[config.mk]
export PLATFORM = sky130hd
export DESIGN_NAME = hint_pair_tracker
export DESIGN_NICKNAME = d
export VERILOG_FILES = /design/src/rtl/hint_pair_pkg.sv /design/src/rtl/hint_pair_store.sv /design/src/rtl/hint_pair_match.sv /design/src/rtl/hint_pair_tracker.sv
export SDC_FILE = /design/constraint.sdc
export NUM_CORES = 1
export LEC_CHECK = 0
export ABC_AREA = 1
export BUFFER_PORTS_ARGS = -buffer_cell sky130_fd_sc_hd__buf_2
export CORE_MARGIN = 5
export CORE_UTILIZATION = 32
export DETAILED_ROUTE_END_ITERATION = 12
export PLACE_DENSITY = 0.62
export SYNTH_ARGS = -nofsm -noshare
export SYNTH_HDL_FRONTEND = slang
export SYNTH_SLANG_ARGS = --single-unit
[constraint.sdc]
create_clock -name clk -period 6.6 [get_ports clk]
set_clock_uncertainty 0.1 [all_clocks]
set_input_delay 0.33 -clock clk [delete_from_list [all_inputs] [get_ports clk]]
set_output_delay 0.33 -clock clk [all_outputs]
set_load 0.03 [all_outputs]
[src/rtl/hint_pair_pkg.sv]
package hint_pair_pkg;
  localparam int DEF_DEPTH     = 4;
  localparam int DEF_TAG_W     = 4;
  localparam int DEF_ADDR_W    = 32;
  localparam int DEF_NUM_PIPE  = 2;
  localparam int DEF_NUM_BUF   = 6;
  localparam int DEF_NUM_FETCH = 2;

  function automatic int wrap_inc(input int p, input int depth);
    return (p == depth - 1) ? 0 : p + 1;
  endfunction
endpackage

[src/rtl/hint_pair_store.sv]
module hint_pair_store #(
  parameter int DEPTH  = hint_pair_pkg::DEF_DEPTH,
  parameter int TAG_W  = hint_pair_pkg::DEF_TAG_W,
  parameter int ADDR_W = hint_pair_pkg::DEF_ADDR_W
) (
  input  logic              clk,
  input  logic              rst_n,
  input  logic              flush_i,
  input  logic              push_i,
  input  logic [TAG_W-1:0]  push_tag_i,
  input  logic [ADDR_W-1:0] push_tgt_i,
  input  logic              found_i,
  input  logic              retire_i,
  output logic              full_o,
  output logic              srch_vld_o,
  output logic [TAG_W-1:0]  srch_tag_o,
  output logic [ADDR_W-1:0] srch_tgt_o
);
  localparam int PTR_W = (DEPTH > 1) ? $clog2(DEPTH) : 1;
  localparam int CNT_W = $clog2(DEPTH + 1);

  logic [DEPTH-1:0]  pend_q, found_q;
  logic [TAG_W-1:0]  tag_q [DEPTH];
  logic [ADDR_W-1:0] tgt_q [DEPTH];
  logic [PTR_W-1:0]  head_q, srch_q, tail_q;
  logic [CNT_W-1:0]  cnt_q, unres_q;
  logic              retire_unres, srch_step;

  // retiring a head that never resolved also moves the search pointer
  assign retire_unres = retire_i && (unres_q == cnt_q) && (unres_q != '0);
  assign srch_step    = found_i || retire_unres;

  always_ff @(posedge clk) begin
    if (!rst_n || flush_i) begin
      pend_q  <= '0;
      found_q <= '0;
      head_q  <= '0;
      srch_q  <= '0;
      tail_q  <= '0;
      cnt_q   <= '0;
      unres_q <= '0;
    end else begin
      if (push_i) begin
        pend_q[tail_q]  <= 1'b1;
        found_q[tail_q] <= 1'b0;
        tag_q[tail_q]   <= push_tag_i;
        tgt_q[tail_q]   <= push_tgt_i;
        tail_q <= PTR_W'(hint_pair_pkg::wrap_inc(int'(tail_q), DEPTH));
      end
      if (found_i) found_q[srch_q] <= 1'b1;
      if (srch_step) srch_q <= PTR_W'(hint_pair_pkg::wrap_inc(int'(srch_q), DEPTH));
      if (retire_i) begin
        pend_q[head_q] <= 1'b0;
        head_q <= PTR_W'(hint_pair_pkg::wrap_inc(int'(head_q), DEPTH));
      end
      cnt_q   <= cnt_q + CNT_W'(push_i) - CNT_W'(retire_i);
      unres_q <= unres_q + CNT_W'(push_i) - CNT_W'(srch_step);
    end
  end

  assign full_o     = (cnt_q == CNT_W'(DEPTH));
  assign srch_vld_o = (unres_q != '0) && pend_q[srch_q] && !found_q[srch_q];
  assign srch_tag_o = tag_q[srch_q];
  assign srch_tgt_o = tgt_q[srch_q];

  a_r2_no_overflow: assert property (@(posedge clk) disable iff (!rst_n)
    cnt_q <= CNT_W'(DEPTH) && unres_q <= cnt_q);
  a_r9_retire_nonempty: assert property (@(posedge clk) disable iff (!rst_n)
    retire_i && !flush_i |-> cnt_q != '0);
  a_r10_flush_empties: assert property (@(posedge clk) disable iff (!rst_n)
    flush_i |=> cnt_q == '0 && !srch_vld_o);
endmodule

[src/rtl/hint_pair_match.sv]
module hint_pair_match #(
  parameter int N_LOC = 10,
  parameter int TAG_W = hint_pair_pkg::DEF_TAG_W
) (
  input  logic                   clk,
  input  logic                   rst_n,
  input  logic                   key_vld_i,
  input  logic [TAG_W-1:0]       key_i,
  input  logic [N_LOC*TAG_W-1:0] loc_tag_i,
  input  logic [N_LOC-1:0]       loc_valid_i,
  input  logic [N_LOC-1:0]       loc_onpath_i,
  input  logic                   commit_i,
  output logic                   hit_o,
  output logic [N_LOC-1:0]       squash_o,
  output logic [N_LOC-1:0]       onpath_o
);
  localparam int IDX_W = (N_LOC > 1) ? $clog2(N_LOC) : 1;

  logic [N_LOC-1:0] hit_v;
  logic [IDX_W-1:0] win;

  for (genvar g = 0; g < N_LOC; g++) begin : g_cmp
    assign hit_v[g] = key_vld_i && loc_valid_i[g] && !loc_onpath_i[g] &&
                      (loc_tag_i[g*TAG_W +: TAG_W] == key_i);
  end

  // oldest (lowest index) hit wins
  always_comb begin
    hit_o = 1'b0;
    win   = '0;
    for (int i = N_LOC - 1; i >= 0; i--) begin
      if (hit_v[i]) begin
        hit_o = 1'b1;
        win   = IDX_W'(i);
      end
    end
  end

  for (genvar g = 0; g < N_LOC; g++) begin : g_mask
    assign squash_o[g] = commit_i && hit_o && (IDX_W'(g) > win);
    assign onpath_o[g] = commit_i && hit_o && (IDX_W'(g) <= win) && loc_valid_i[g];
  end

  a_r3_hit_qualified: assert property (@(posedge clk) disable iff (!rst_n)
    hit_o |-> key_vld_i && (|(loc_valid_i & ~loc_onpath_i)));
endmodule

[src/rtl/hint_pair_tracker.sv]
module hint_pair_tracker #(
  parameter int DEPTH     = hint_pair_pkg::DEF_DEPTH,
  parameter int TAG_W     = hint_pair_pkg::DEF_TAG_W,
  parameter int ADDR_W    = hint_pair_pkg::DEF_ADDR_W,
  parameter int NUM_PIPE  = hint_pair_pkg::DEF_NUM_PIPE,
  parameter int NUM_BUF   = hint_pair_pkg::DEF_NUM_BUF,
  parameter int NUM_FETCH = hint_pair_pkg::DEF_NUM_FETCH,
  localparam int N_LOC    = NUM_PIPE + NUM_BUF + NUM_FETCH
) (
  input  logic                   clk,
  input  logic                   rst_n,
  input  logic                   flush,
  input  logic                   retire,
  input  logic                   hint_valid,
  output logic                   hint_ready,
  input  logic [TAG_W-1:0]       hint_tag,
  input  logic [ADDR_W-1:0]      hint_target,
  output logic                   full,
  input  logic [N_LOC*TAG_W-1:0] loc_tag,
  input  logic [N_LOC-1:0]       loc_valid,
  input  logic [N_LOC-1:0]       loc_onpath,
  output logic                   redir_valid,
  input  logic                   redir_ready,
  output logic [ADDR_W-1:0]      redir_target,
  output logic [N_LOC-1:0]       squash_mask,
  output logic [N_LOC-1:0]       onpath_mask
);
  logic             srch_vld, hit, commit;
  logic [TAG_W-1:0] srch_tag;

  assign hint_ready  = !full && !flush;
  assign redir_valid = srch_vld && hit && !flush;
  assign commit      = redir_valid && redir_ready;

  hint_pair_store #(.DEPTH(DEPTH), .TAG_W(TAG_W), .ADDR_W(ADDR_W)) u_store (
    .clk        (clk),
    .rst_n      (rst_n),
    .flush_i    (flush),
    .push_i     (hint_valid && hint_ready),
    .push_tag_i (hint_tag),
    .push_tgt_i (hint_target),
    .found_i    (commit),
    .retire_i   (retire),
    .full_o     (full),
    .srch_vld_o (srch_vld),
    .srch_tag_o (srch_tag),
    .srch_tgt_o (redir_target)
  );

  hint_pair_match #(.N_LOC(N_LOC), .TAG_W(TAG_W)) u_match (
    .clk          (clk),
    .rst_n        (rst_n),
    .key_vld_i    (srch_vld),
    .key_i        (srch_tag),
    .loc_tag_i    (loc_tag),
    .loc_valid_i  (loc_valid),
    .loc_onpath_i (loc_onpath),
    .commit_i     (commit),
    .hit_o        (hit),
    .squash_o     (squash_mask),
    .onpath_o     (onpath_mask)
  );

  a_r11_hold_target: assert property (@(posedge clk) disable iff (!rst_n)
    redir_valid && !redir_ready && !retire |=> !redir_valid || $stable(redir_target));
  a_r5_masks_need_accept: assert property (@(posedge clk) disable iff (!rst_n)
    !(redir_valid && redir_ready) |-> squash_mask == '0 && onpath_mask == '0);
endmodule

==> results of run 1 <==
-- cells by family after synthesis --
group	Yosys count	synth area share, %
compound gates	131	9.263
simple gates	326	19.18
fa+ha+maj	18	3.061
buf+inv	94	5.086
other cells	1	0.04779
xor+xnor	22	2.647
flops	166	60.71
-- how the worst min path moves through the flow --
stage                                           to  cells after the start                           from
floorplan             u_store.pend_q[3]$_SDFF_PP0_                      1                         retire
global placement     u_store.found_q[0]$_SDFF_PP0_                      2  u_store.found_q[0]$_SDFF_PP0_
detailed placement   u_store.found_q[1]$_SDFF_PP0_                      2  u_store.found_q[1]$_SDFF_PP0_
CTS                 u_store.tgt_q[3][17]$_DFFE_PP_                      1                hint_target[17]
global route        u_store.tgt_q[3][17]$_DFFE_PP_                      1                hint_target[17]
finish              u_store.tgt_q[0][17]$_DFFE_PP_                      1                hint_target[17]
-- what timing repair did --
item | 4_1_cts | 5_1_grt
setup buffers | 0 | 0
hold buffers | 4 | 0
endpoints found under the hold margin | 11 | 0
gates resized for setup | 0 | 0
-- power breakdown --
group	switching, uW	leakage (uW)	internal [uW]
Combinational	125	0.00205	70.1
Sequential	6.77	0.00148	1150
Clock	414	0.000279	532
-- cell type report --
class	count	area (um^2)
fill	2397	14690
antenna	1	2.502
tap	324	405.4
timing repair buffer	165	860.8
clock inverter	13	133.9
sequential	166	4766
multi-input combinational	498	2711
inverter	65	250.2
clock buffer	19	432.9
-- critical path: cells and delay by family (launching register included) --
kind	cells	cell delay (ps)
buf+inv	3	570
xor+xnor	1	160
simple gates	11	1710
compound gates	2	210
fa+ha+maj	3	800
flops	1	840
-- registers in the layout, indices dropped and copies added, names as in the netlist, named ones only --
signal	count
u_store.tag_q	16
u_store.pend_q	4
u_store.unres_q	3
u_store.cnt_q	3
u_store.found_q	4
u_store.head_q	2
u_store.tgt_q	128
u_store.tail_q	2
u_store.srch_q	2
-- layout by cell type (no fill, tap or decap), drive strengths merged --
cell type	n
or2	7
and2	1
o21ai	73
nor3	23
ha	16
a21oi	19
buf	161
clkinvlp	1
nor4	1
a211oi	2
clkinv	4
dfxtp	22
nand3	33
edfxtp	144
a221oi	3
conb	1
o22ai	33
nor2	138
inv	72
xnor2	19
xor2	3
fa	2
nand4	7
nor3b	5
nand2	103
clkbuf	19
and3	2
nand3b	6
o21bai	1
bufinv	1
dlygate4sd3	4
diode	1
-- per-stage QoR --
stage          instances  utilization [%]
2_1_floorplan        758                -
3_3_place_gp        1214            36.92
3_5_place_dp        1214            36.92
4_1_cts             1250            39.43
5_1_grt             1250            39.43
6_report            1251            39.44
-- layer usage --
layer | track usage (%) | routed length (um) | share of wire [%] | vias up
met2 | 22.56 | 9115 | 47 | 190
li1 | - | - | - | 2928
met4 | 5.478 | 487 | 2.5 | 4
met1 | 17.53 | 8671 | 44 | 2738
met5 | 0 | 25 | 0.13 | -
met3 | 3.674 | 1225 | 6.3 | 35
==> flow_metrics.py, run 1 <==
metrics = {
    "synth": {
        "synthTopCellsByCount": "edfxtp_1 (144), nor2_1 (133), nand2_1 (93)",
        "synth_edf_count": 144,
        "yosysTopAreaCellShare_pct": 55.10,
        "synth_seq_cells": 166,
        "synth_top_area_cell": "edfxtp_1",
        "syn_inst": 758,
        "synthFlopType": "edfxtp_1",
        "syn_area_per_cell_um2": 10.35,
        "synthArstFlopShare_pct": 0,
        "yosys_warnings": 0,
        "seq_area_frac_synth_pct": 60.71,
        "synthDistinctLibCells": 42,
        "synth_most_common_cell": "edfxtp_1",
        "synth_area_leaders": "edfxtp_1 (55%), nor2_1 (6.4%), dfxtp_1 (5.6%)",
        "syn_area_mm2": 0.007848,
        "syn_nets": 878,
    },
    "critical_path": {
        "crit_end": "u_store.unres_q[2]$_SDFF_PP0_",
        "worst-r2r-cell-count": 20,
        "crit_chain": "buf_4, nand2_1, nand3_2, nand2_2, or2_1, nor3b_1, nand3_1, nand2_2, nor2_2, nand3_2, nand3_4, nand2_1, ha_1, inv_1, ha_1, inv_1, fa_1, xor2_1, o21ai_0, a21oi_1",
        "cp-end-kind": "flip-flop",
        "startpoint_type": "flip-flop",
        "cp.required_ps": 6800,
        "rrSetupSlack_ps": 2060,
        "cpMaxStageDelayCell": "dfxtp_2",
        "worstPathMaxFanout": 38,
        "max_stage_delay_ps": 840,
        "worstPathArrival_ps": 4740,
        "reg2reg_to": "u_store.unres_q[2]$_SDFF_PP0_",
        "worst-setup-path-type": "flip-flop to flip-flop",
    },
    "timing": {
        "post-route-period-util_pct": 68.77,
        "slew_violations": 0,
        "setup_tns_ps": 0,
        "slew_headroom_pct": 46.89,
        "setup_viol": 0,
        "worst_slew_pin_slew_ps": 796.7,
        "timing.fmax_mhz": 220.3,
        "setup_slack_ps": 2061,
        "fin_crit_ps": 4539,
        "rsz0062_at_grt": "false",
        "hold_viol": 0,
        "worst_hold_slack_ps": 25.00,
    },
    "clock_network": {
        "htreeDepth": 4,
        "cts.sinks": 166,
        "cts_tree": "done",
        "clk_path_buf_depth": 2,
        "clk_pin_slew_ps": 70,
        "cts-root-buf": "clkbuf_16",
        "cts_buffers": 17,
        "clock_latency_ps": 420,
    },
    "route": {
        "wl_um": 19530,
        "wl_per_cell_um": 15.61,
        "postRouteAntennaNets": 0,
        "via_count": 5895,
        "drc": 0,
        "first_iter_violations": 495,
        "drt_first_pass_iters": 5,
        "vias_per_cell": 4.712,
    },
    "power_and_ir_drop": {
        "powerDensity_mw_per_mm2": 240.6,
        "total_power_uw": 2301,
        "p_leak_uw": 0.003809,
        "vdd.ir_drop.worst_v": 0.0001809,
    },
    "placed_design": {
        "dp_hpwl_um": 12830,
        "portBuffers": 155,
        "post-place-ws_ps": 2018,
        "place_congestion": 0.9036,
        "dpl_cell_area_mm2": 0.008954,
    },
    "global_routing": {
        "antenna_found_initial": 2,
        "grt_pass1_wl_um": 30530,
        "grt_overflow": 0,
        "first_global_vias": 5783,
        "grt_max_degree": 73,
        "grt_use_total_pct": 13.81,
    },
    "floorplan": {
        "io_pins": 157,
        "core_area_mm2": 0.02425,
        "die_h_um": 166.6,
        "rows": 57,
        "die_w_um": 166.6,
        "initial_core_util_pct": 32.36,
        "fp.dieArea_mm2": 0.02776,
    },
    "outcome": {
        "run_status": "complete, no violations",
    },
    "worst_hold_path": {
        "hp-class": "input port to flip-flop",
    },
    "final_layout": {
        "nets": 1033,
        "drive_gt1_share_pct": 26.03,
        "stdcell_area_mm2": 0.009563,
        "synthToLayoutAreaGrowth_pct": 21.86,
    },
    "flow_run": {
        "cap_violations": 0,
    },
}
No activity file was read; power rests on OpenSTA's default activity.
==> run 2: changes to the inputs <==
Settings changed: ABC_AREA 1 to 0, PLACE_DENSITY 0.62 to 0.63.
Clock period 6.6 ns to 4.4 ns, I/O delays scaled along.
==> flow_metrics.py, run 2 <==
metrics = {
    "outcome": {
        "run_status": "complete, no violations",
    },
    "clock_network": {
        "cts_tree": "done",
        "cts.sinks": 166,
        "clock_latency_ps": 420,
        "cts_buffers": 17,
        "cts-root-buf": "clkbuf_16",
        "clk_path_buf_depth": 2,
        "clk_pin_slew_ps": 60,
        "htreeDepth": 4,
    },
    "synth": {
        "synth_area_leaders": "edfxtp_1 (58%), mux4_2 (11%), dfxtp_1 (5.9%)",
        "synthDistinctLibCells": 62,
        "synthFlopType": "edfxtp_1",
        "syn_area_mm2": 0.007441,
        "synth_top_area_cell": "edfxtp_1",
        "syn_inst": 448,
        "yosysTopAreaCellShare_pct": 58.11,
        "seq_area_frac_synth_pct": 64.03,
        "yosys_warnings": 0,
        "synth_most_common_cell": "edfxtp_1",
        "synthTopCellsByCount": "edfxtp_1 (144), mux4_2 (36), nor2_1 (23), xnor2_1 (23), dfxtp_1 (22)",
        "syn_nets": 568,
        "synthArstFlopShare_pct": 0,
        "synth_edf_count": 144,
        "syn_area_per_cell_um2": 16.61,
        "synth_seq_cells": 166,
    },
    "critical_path": {
        "path_depth": 15,
        "crit_family": "adder cells",
        "worstPathArrival_ps": 4120,
        "startpoint_type": "flip-flop",
        "cp_num_buf_inv": 2,
        "cp-end-kind": "flip-flop",
        "crit_chain": "mux4_2, xnor2_1, nand4b_1, nor2_1, o41ai_4, a31oi_2, or2_4, ha_1, inv_1, ha_1, inv_1, fa_1, xor2_1, xnor2_1, nor2_1",
        "max_stage_delay_ps": 740,
        "reg2reg_to": "u_store.unres_q[2]$_SDFF_PP0_",
        "rrSetupSlack_ps": 450,
        "worst-r2r-cell-count": 15,
        "crit_end": "u_store.unres_q[2]$_SDFF_PP0_",
        "cpMaxStageDelayCell": "mux4_2",
        "worstPathMaxFanout": 10,
        "worst-setup-path-type": "flip-flop to flip-flop",
        "cp.required_ps": 4570,
    },
    "route": {
        "vias_per_cell": 4.706,
        "wl_per_cell_um": 18.72,
        "first_iter_violations": 254,
        "postRouteAntennaNets": 0,
        "wl_um": 18240,
        "drt_first_pass_iters": 4,
        "drc": 0,
        "via_count": 4584,
    },
    "placed_design": {
        "portBuffers": 155,
        "place_congestion": 0.9189,
        "dp_hpwl_um": 12720,
        "post-place-ws_ps": 439.6,
    },
    "power_and_ir_drop": {
        "seqPwrFrac_pct": 49.8,
        "internal_power_uw": 2710,
        "powerDensity_mw_per_mm2": 367.9,
        "p_switching_uw": 786.1,
        "clkPwrFrac_pct": 41.1,
        "swShare_pct": 22.49,
        "power_frac_comb_pct": 9.1,
        "p_leak_uw": 0.003472,
        "vdd.ir_drop.worst_v": 0.0002622,
    },
    "timing": {
        "setup_viol": 0,
        "hold_viol": 0,
        "slew_headroom_pct": 30.98,
        "post-route-period-util_pct": 89.74,
        "worst_slew_pin_slew_ps": 1035,
        "rsz0062_at_grt": "false",
        "timing.fmax_mhz": 253.3,
        "slew_violations": 0,
        "fin_crit_ps": 3948,
        "setup_slack_ps": 451.6,
        "setup_tns_ps": 0,
    },
    "final_layout": {
        "fillers": 2065,
        "synthToLayoutAreaGrowth_pct": 27.71,
        "drive_gt1_share_pct": 39.03,
        "largest_register_ffs": 128,
        "layout_common_cells": "buf_2 (155), edfxtp_1 (144), mux4_2 (36), dlygate4sd3_1 (36)",
        "nets": 768,
        "reg_top3": "u_store.tgt_q: 128 flops, u_store.tag_q: 16 flops",
        "top_register": "u_store.tgt_q",
        "layout_commonest_cell": "buf_2",
        "antenna_cells": 0,
    },
    "floorplan": {
        "io_pins": 157,
        "initial_core_util_pct": 32.67,
        "die_h_um": 162.5,
        "die_w_um": 162.5,
        "rows": 55,
        "core_area_mm2": 0.02278,
        "fp.dieArea_mm2": 0.02640,
    },
    "global_routing": {
        "grt_max_degree": 37,
        "antenna_found_initial": 0,
        "grt_pass1_wl_um": 29100,
        "grt_use_total_pct": 14.16,
        "grt_overflow": 0,
        "first_global_vias": 5220,
    },
    "worst_hold_path": {
        "hp-class": "input port to flip-flop",
    },
    "flow_run": {
        "cap_violations": 0,
    },
}
## run 2: cell types whose count changed in the layout (fill, tap and decap cells not counted), moves of 33 or more
| cell | previous run | this run |
|---|---|---|
| nand2_1 | 93 | 16 |
| inv_1 | 59 | 19 |
| mux4_2 | 0 | 36 |
| nor2_1 | 130 | 23 |
| o22ai_1 | 33 | 0 |
| o21ai_0 | 72 | 7 |
## run 2: what timing repair did
item / 4_1_cts / 5_1_grt
hold buffers: 36 / 0
setup buffers: 0 / 0
endpoints found under the hold margin: 144 / 0
endpoints found under the setup margin: 0 / 0
resized for setup: 0 / 0
## run 2: final cells by class
cell class	count	area, um^2	share of cell area [%]
multi-input cells	244	2492	26.23
inverters	19	71.32	0.7505
clock buffers	17	425.4	4.477
well taps	313	391.6	4.121
clock inverters	15	151.4	1.593
repair buffers	200	1204	12.67
flip-flops and latches	166	4767	50.16
## run 2: cell families (layout without fill, tap and decap cells)
logic type / Yosys count / after routing / share of synthesized area (%)
other cells: 1 / 1 / 0.05040
flops: 166 / 166 / 64.03
mux: 37 / 37 / 11.03
fa+ha+maj: 18 / 18 / 3.229
simple gates: 93 / 93 / 7.500
compound gates: 49 / 49 / 5.902
buf+inv: 38 / 251 / 2.539
xor+xnor: 46 / 46 / 5.717
## run 2: stage by stage
stage          hold slack [ps]  instance area [um^2]  total power, uW  std cells  utilization [%]
2_1_floorplan            218.9                  7441             1955        448                -
3_3_place_gp             328.4                  8566             2060        906            37.61
4_1_cts                  20.71                  9503             3531        974            41.72
3_5_place_dp             337.5                  8566             2068        906            37.61
6_report                 54.16                  9503             3496        974            41.72
5_1_grt                  54.29                  9503             3633        974            41.72
## run 2: worst min path at each step
stage | start | to | slack [ps] | depth (start not counted)
finish | retire | u_store.pend_q[1]$_SDFF_PP0_ | 50 | 2
global route | retire | u_store.pend_q[1]$_SDFF_PP0_ | 50 | 2
CTS | retire | u_store.pend_q[1]$_SDFF_PP0_ | 20 | 2
detailed placement | hint_target[26] | u_store.tgt_q[3][26]$_DFFE_PP_ | 340 | 1
global placement | hint_target[23] | u_store.tgt_q[0][23]$_DFFE_PP_ | 330 | 1
floorplan | hint_tag[0] | u_store.tag_q[0][0]$_DFFE_PP_ | 220 | 0
## run 2: worst reg2reg max path, delay by kind of cell, from the launching register on
family,cells,cell delay (ps)
AOI/OAI and AO/OA,2,550
adders and majority gates,3,790
and+or+nand+nor,4,600
muxes,1,740
buffers and inverters,2,110
DFF,1,400
xor gates and xnor gates,3,510
## run 2: metal layers
layer	wire length [um]	vias up	global-route usage, %
li1	-	2133	-
met1	7410	2258	16.94
met2	9289	178	25.10
met3	1363	15	4.201
met4	173	0	3.422
met5	0	-	0
## run 2: power by group through the flow
stage | clock network, uW | logic [uW] | registers, uW
floorplan | 0 | 182 | 1770
global placement | 0 | 286 | 1770
detailed placement | 0 | 292 | 1780
CTS | 1470 | 320 | 1740
global route | 1540 | 346 | 1740
finish | 1440 | 317 | 1740
==> run 3: changes to the inputs <==
Settings changed: SYNTH_HIERARCHICAL set to 1.
==> flow_metrics.py, run 3 <==
metrics = {
    "outcome": {
        "run_status": "complete, no violations",
    },
    "synth": {
        "synth_edf_count": 144,
        "syn_area_per_cell_um2": 16.35,
        "yosysTopAreaCellShare_pct": 58.24,
        "synthTopCellsByCount": "edfxtp_1 (144), mux4_2 (36), xnor2_1 (34)",
        "syn_nets": 574,
        "synthFlopType": "edfxtp_1",
        "synth_top_area_cell": "edfxtp_1",
        "synth_area_leaders": "edfxtp_1 (58%), mux4_2 (11%), dfxtp_1 (5.9%)",
        "yosys_warnings": 6,
        "syn_area_mm2": 0.007425,
        "synth_seq_cells": 166,
        "seq_area_frac_synth_pct": 64.17,
        "synthDistinctLibCells": 56,
        "synthArstFlopShare_pct": 0,
        "syn_inst": 454,
        "synth_most_common_cell": "edfxtp_1",
    },
    "route": {
        "drt_first_pass_iters": 4,
        "via_count": 4799,
        "wl_um": 18800,
        "vias_per_cell": 4.766,
        "wl_per_cell_um": 18.67,
        "drc": 0,
        "postRouteAntennaNets": 0,
        "first_iter_violations": 279,
    },
    "placed_design": {
        "dpl_cell_area_mm2": 0.008601,
        "post-place-ws_ps": 417.2,
        "portBuffers": 155,
        "dp_hpwl_um": 13470,
        "place_congestion": 0.9258,
    },
    "timing": {
        "slew_headroom_pct": 48.02,
        "post-route-period-util_pct": 95.67,
        "setup_viol": 0,
        "setup_tns_ps": 0,
        "slew_violations": 0,
        "worst_slew_pin_slew_ps": 777.9,
        "setup_slack_ps": 190.3,
        "hold_viol": 0,
        "fin_crit_ps": 4210,
        "rsz0062_at_grt": "false",
        "worst_hold_slack_ps": 177.5,
        "timing.fmax_mhz": 237.5,
    },
    "critical_path": {
        "cp-end-kind": "output pin",
        "worstPathArrival_ps": 3890,
        "cpMaxStageDelayCell": "mux4_2",
        "startpoint_type": "flip-flop",
        "worstPathMaxFanout": 20,
        "worst_path_most_repeated_cell": "buf_4",
        "cp.required_ps": 4080,
        "worst-setup-path-type": "flip-flop to output pin",
        "max_stage_delay_ps": 650,
        "crit_chain": "mux4_2, buf_4, buf_4, xnor2_1, nand4_1, nor2b_1, and2_4, nand2_1, and4b_1, buf_4, a21boi_4, and3_1, buf_2",
    },
    "floorplan": {
        "initial_core_util_pct": 32.60,
        "die_h_um": 162.3,
        "rows": 55,
        "core_area_mm2": 0.02278,
        "io_pins": 157,
        "die_w_um": 162.3,
        "fp.dieArea_mm2": 0.02635,
    },
    "final_layout": {
        "synthToLayoutAreaGrowth_pct": 30.65,
        "nets": 800,
        "drive_gt1_share_pct": 40.12,
        "largest_register_ffs": 128,
        "top_register": "u_store/tgt_q",
        "stdcell_area_mm2": 0.009701,
        "layout_common_cells": "buf_2 (155), edfxtp_1 (144), dlygate4sd3_1 (37), mux4_2 (36), xnor2_1 (34)",
        "layout_commonest_cell": "buf_2",
        "reg_top3": "u_store/tgt_q: 128 flops, u_store/tag_q: 16 flops",
    },
    "global_routing": {
        "first_global_vias": 4962,
        "grt_pass1_wl_um": 28170,
        "grt_overflow": 0,
        "grt_max_degree": 33,
        "grt_use_total_pct": 13.92,
        "antenna_found_initial": 1,
    },
    "power_and_ir_drop": {
        "vdd.ir_drop.worst_v": 0.0003137,
        "powerDensity_mw_per_mm2": 353.3,
        "p_leak_uw": 0.003530,
    },
    "flow_run": {
        "cap_violations": 0,
    },
    "clock_network": {
        "cts_buffers": 17,
        "cts_tree": "done",
        "cts-root-buf": "clkbuf_16",
        "htreeDepth": 4,
        "clock_latency_ps": 410,
        "clk_pin_slew_ps": 60,
        "clk_path_buf_depth": 2,
        "cts.sinks": 166,
    },
    "worst_hold_path": {
        "hp-class": "input port to flip-flop",
    },
}
[run 3: cells by family after synthesis]
logic type / Yosys count / share of synthesized area (%)
AOI/OAI and AO/OA: 39 / 4.516
xor gates and xnor gates: 46 / 5.528
adders and majority gates: 18 / 3.236
buffers and inverters: 38 / 2.797
DFF: 166 / 64.17
muxes: 39 / 11.32
other: 1 / 0.05051
and+or+nand+nor: 107 / 8.375
[run 3: power by group]
| group | internal [uW] | switching (uW) | total, uW | leakage [uW] |
|---|---|---|---|---|
| logic | 152 | 169 | 321 | 0.00179 |
| registers | 1720 | 11.6 | 1740 | 0.00148 |
| clock network | 785 | 586 | 1370 | 0.000260 |
| total | 2660 | 767 | 3430 | 0.00353 |
[run 3: area by class of cell]
cell class              instances  area, um^2
multi-input cells             251        2519
clock buffers                  19       432.9
well taps                     313       391.6
flip-flops and latches        166        4771
inverters                      19       71.32
clock inverters                13       121.4
repair buffers                225        1391
fillers                      2069       13080
diodes                          1       2.502
[run 3: final timing paths]
path | cells past startpoint | endpoint | start | slack [ps]
max | 13 | onpath_mask[1] | flip-flop | 190
min | 3 | u_store/unres_q[0]$_SDFF_PP0_ | flush | 180
max reg2reg | 16 | u_store/unres_q[2]$_SDFF_PP0_ | flip-flop | 360
min reg2reg | 2 | u_store/pend_q[0]$_SDFF_PP0_ | u_store/pend_q[0]$_SDFF_PP0_ | 420
[run 3: what timing repair did]
item	in CTS	in global routing
endpoints found under the setup margin	0	7
setup buffers	0	18
hold endpoints to repair	148	0
gates resized for setup	0	4
hold buffers	37	0
[run 3: worst max-delay path, delay by kind of cell, from the launching register on]
| kind | cells | cell delay [ps] |
|---|---|---|
| simple gates | 6 | 1120 |
| flops | 1 | 420 |
| buf+inv | 4 | 800 |
| mux | 1 | 650 |
| xor+xnor | 1 | 150 |
| compound gates | 1 | 320 |
[run 3: routing by layer]
layer  wire [um]  share of wire (%)  up-vias  global-route usage, %
li1            -                  -     2201                      -
met1        8011                 43     2394                  17.53
met2        9078                 48      184                  23.19
met3        1462                7.8       20                  4.314
met4         246                1.3        0                  4.114
met5           0                  0        -                      0
[run 3: through the flow]
stage	std cells	util, %	power, uW
6_report	1007	42.59	3427
5_1_grt	1007	42.59	3569
4_1_cts	987	41.82	3459
3_5_place_dp	918	37.76	2053
3_3_place_gp	918	37.76	2049
2_1_floorplan	454	-	1942
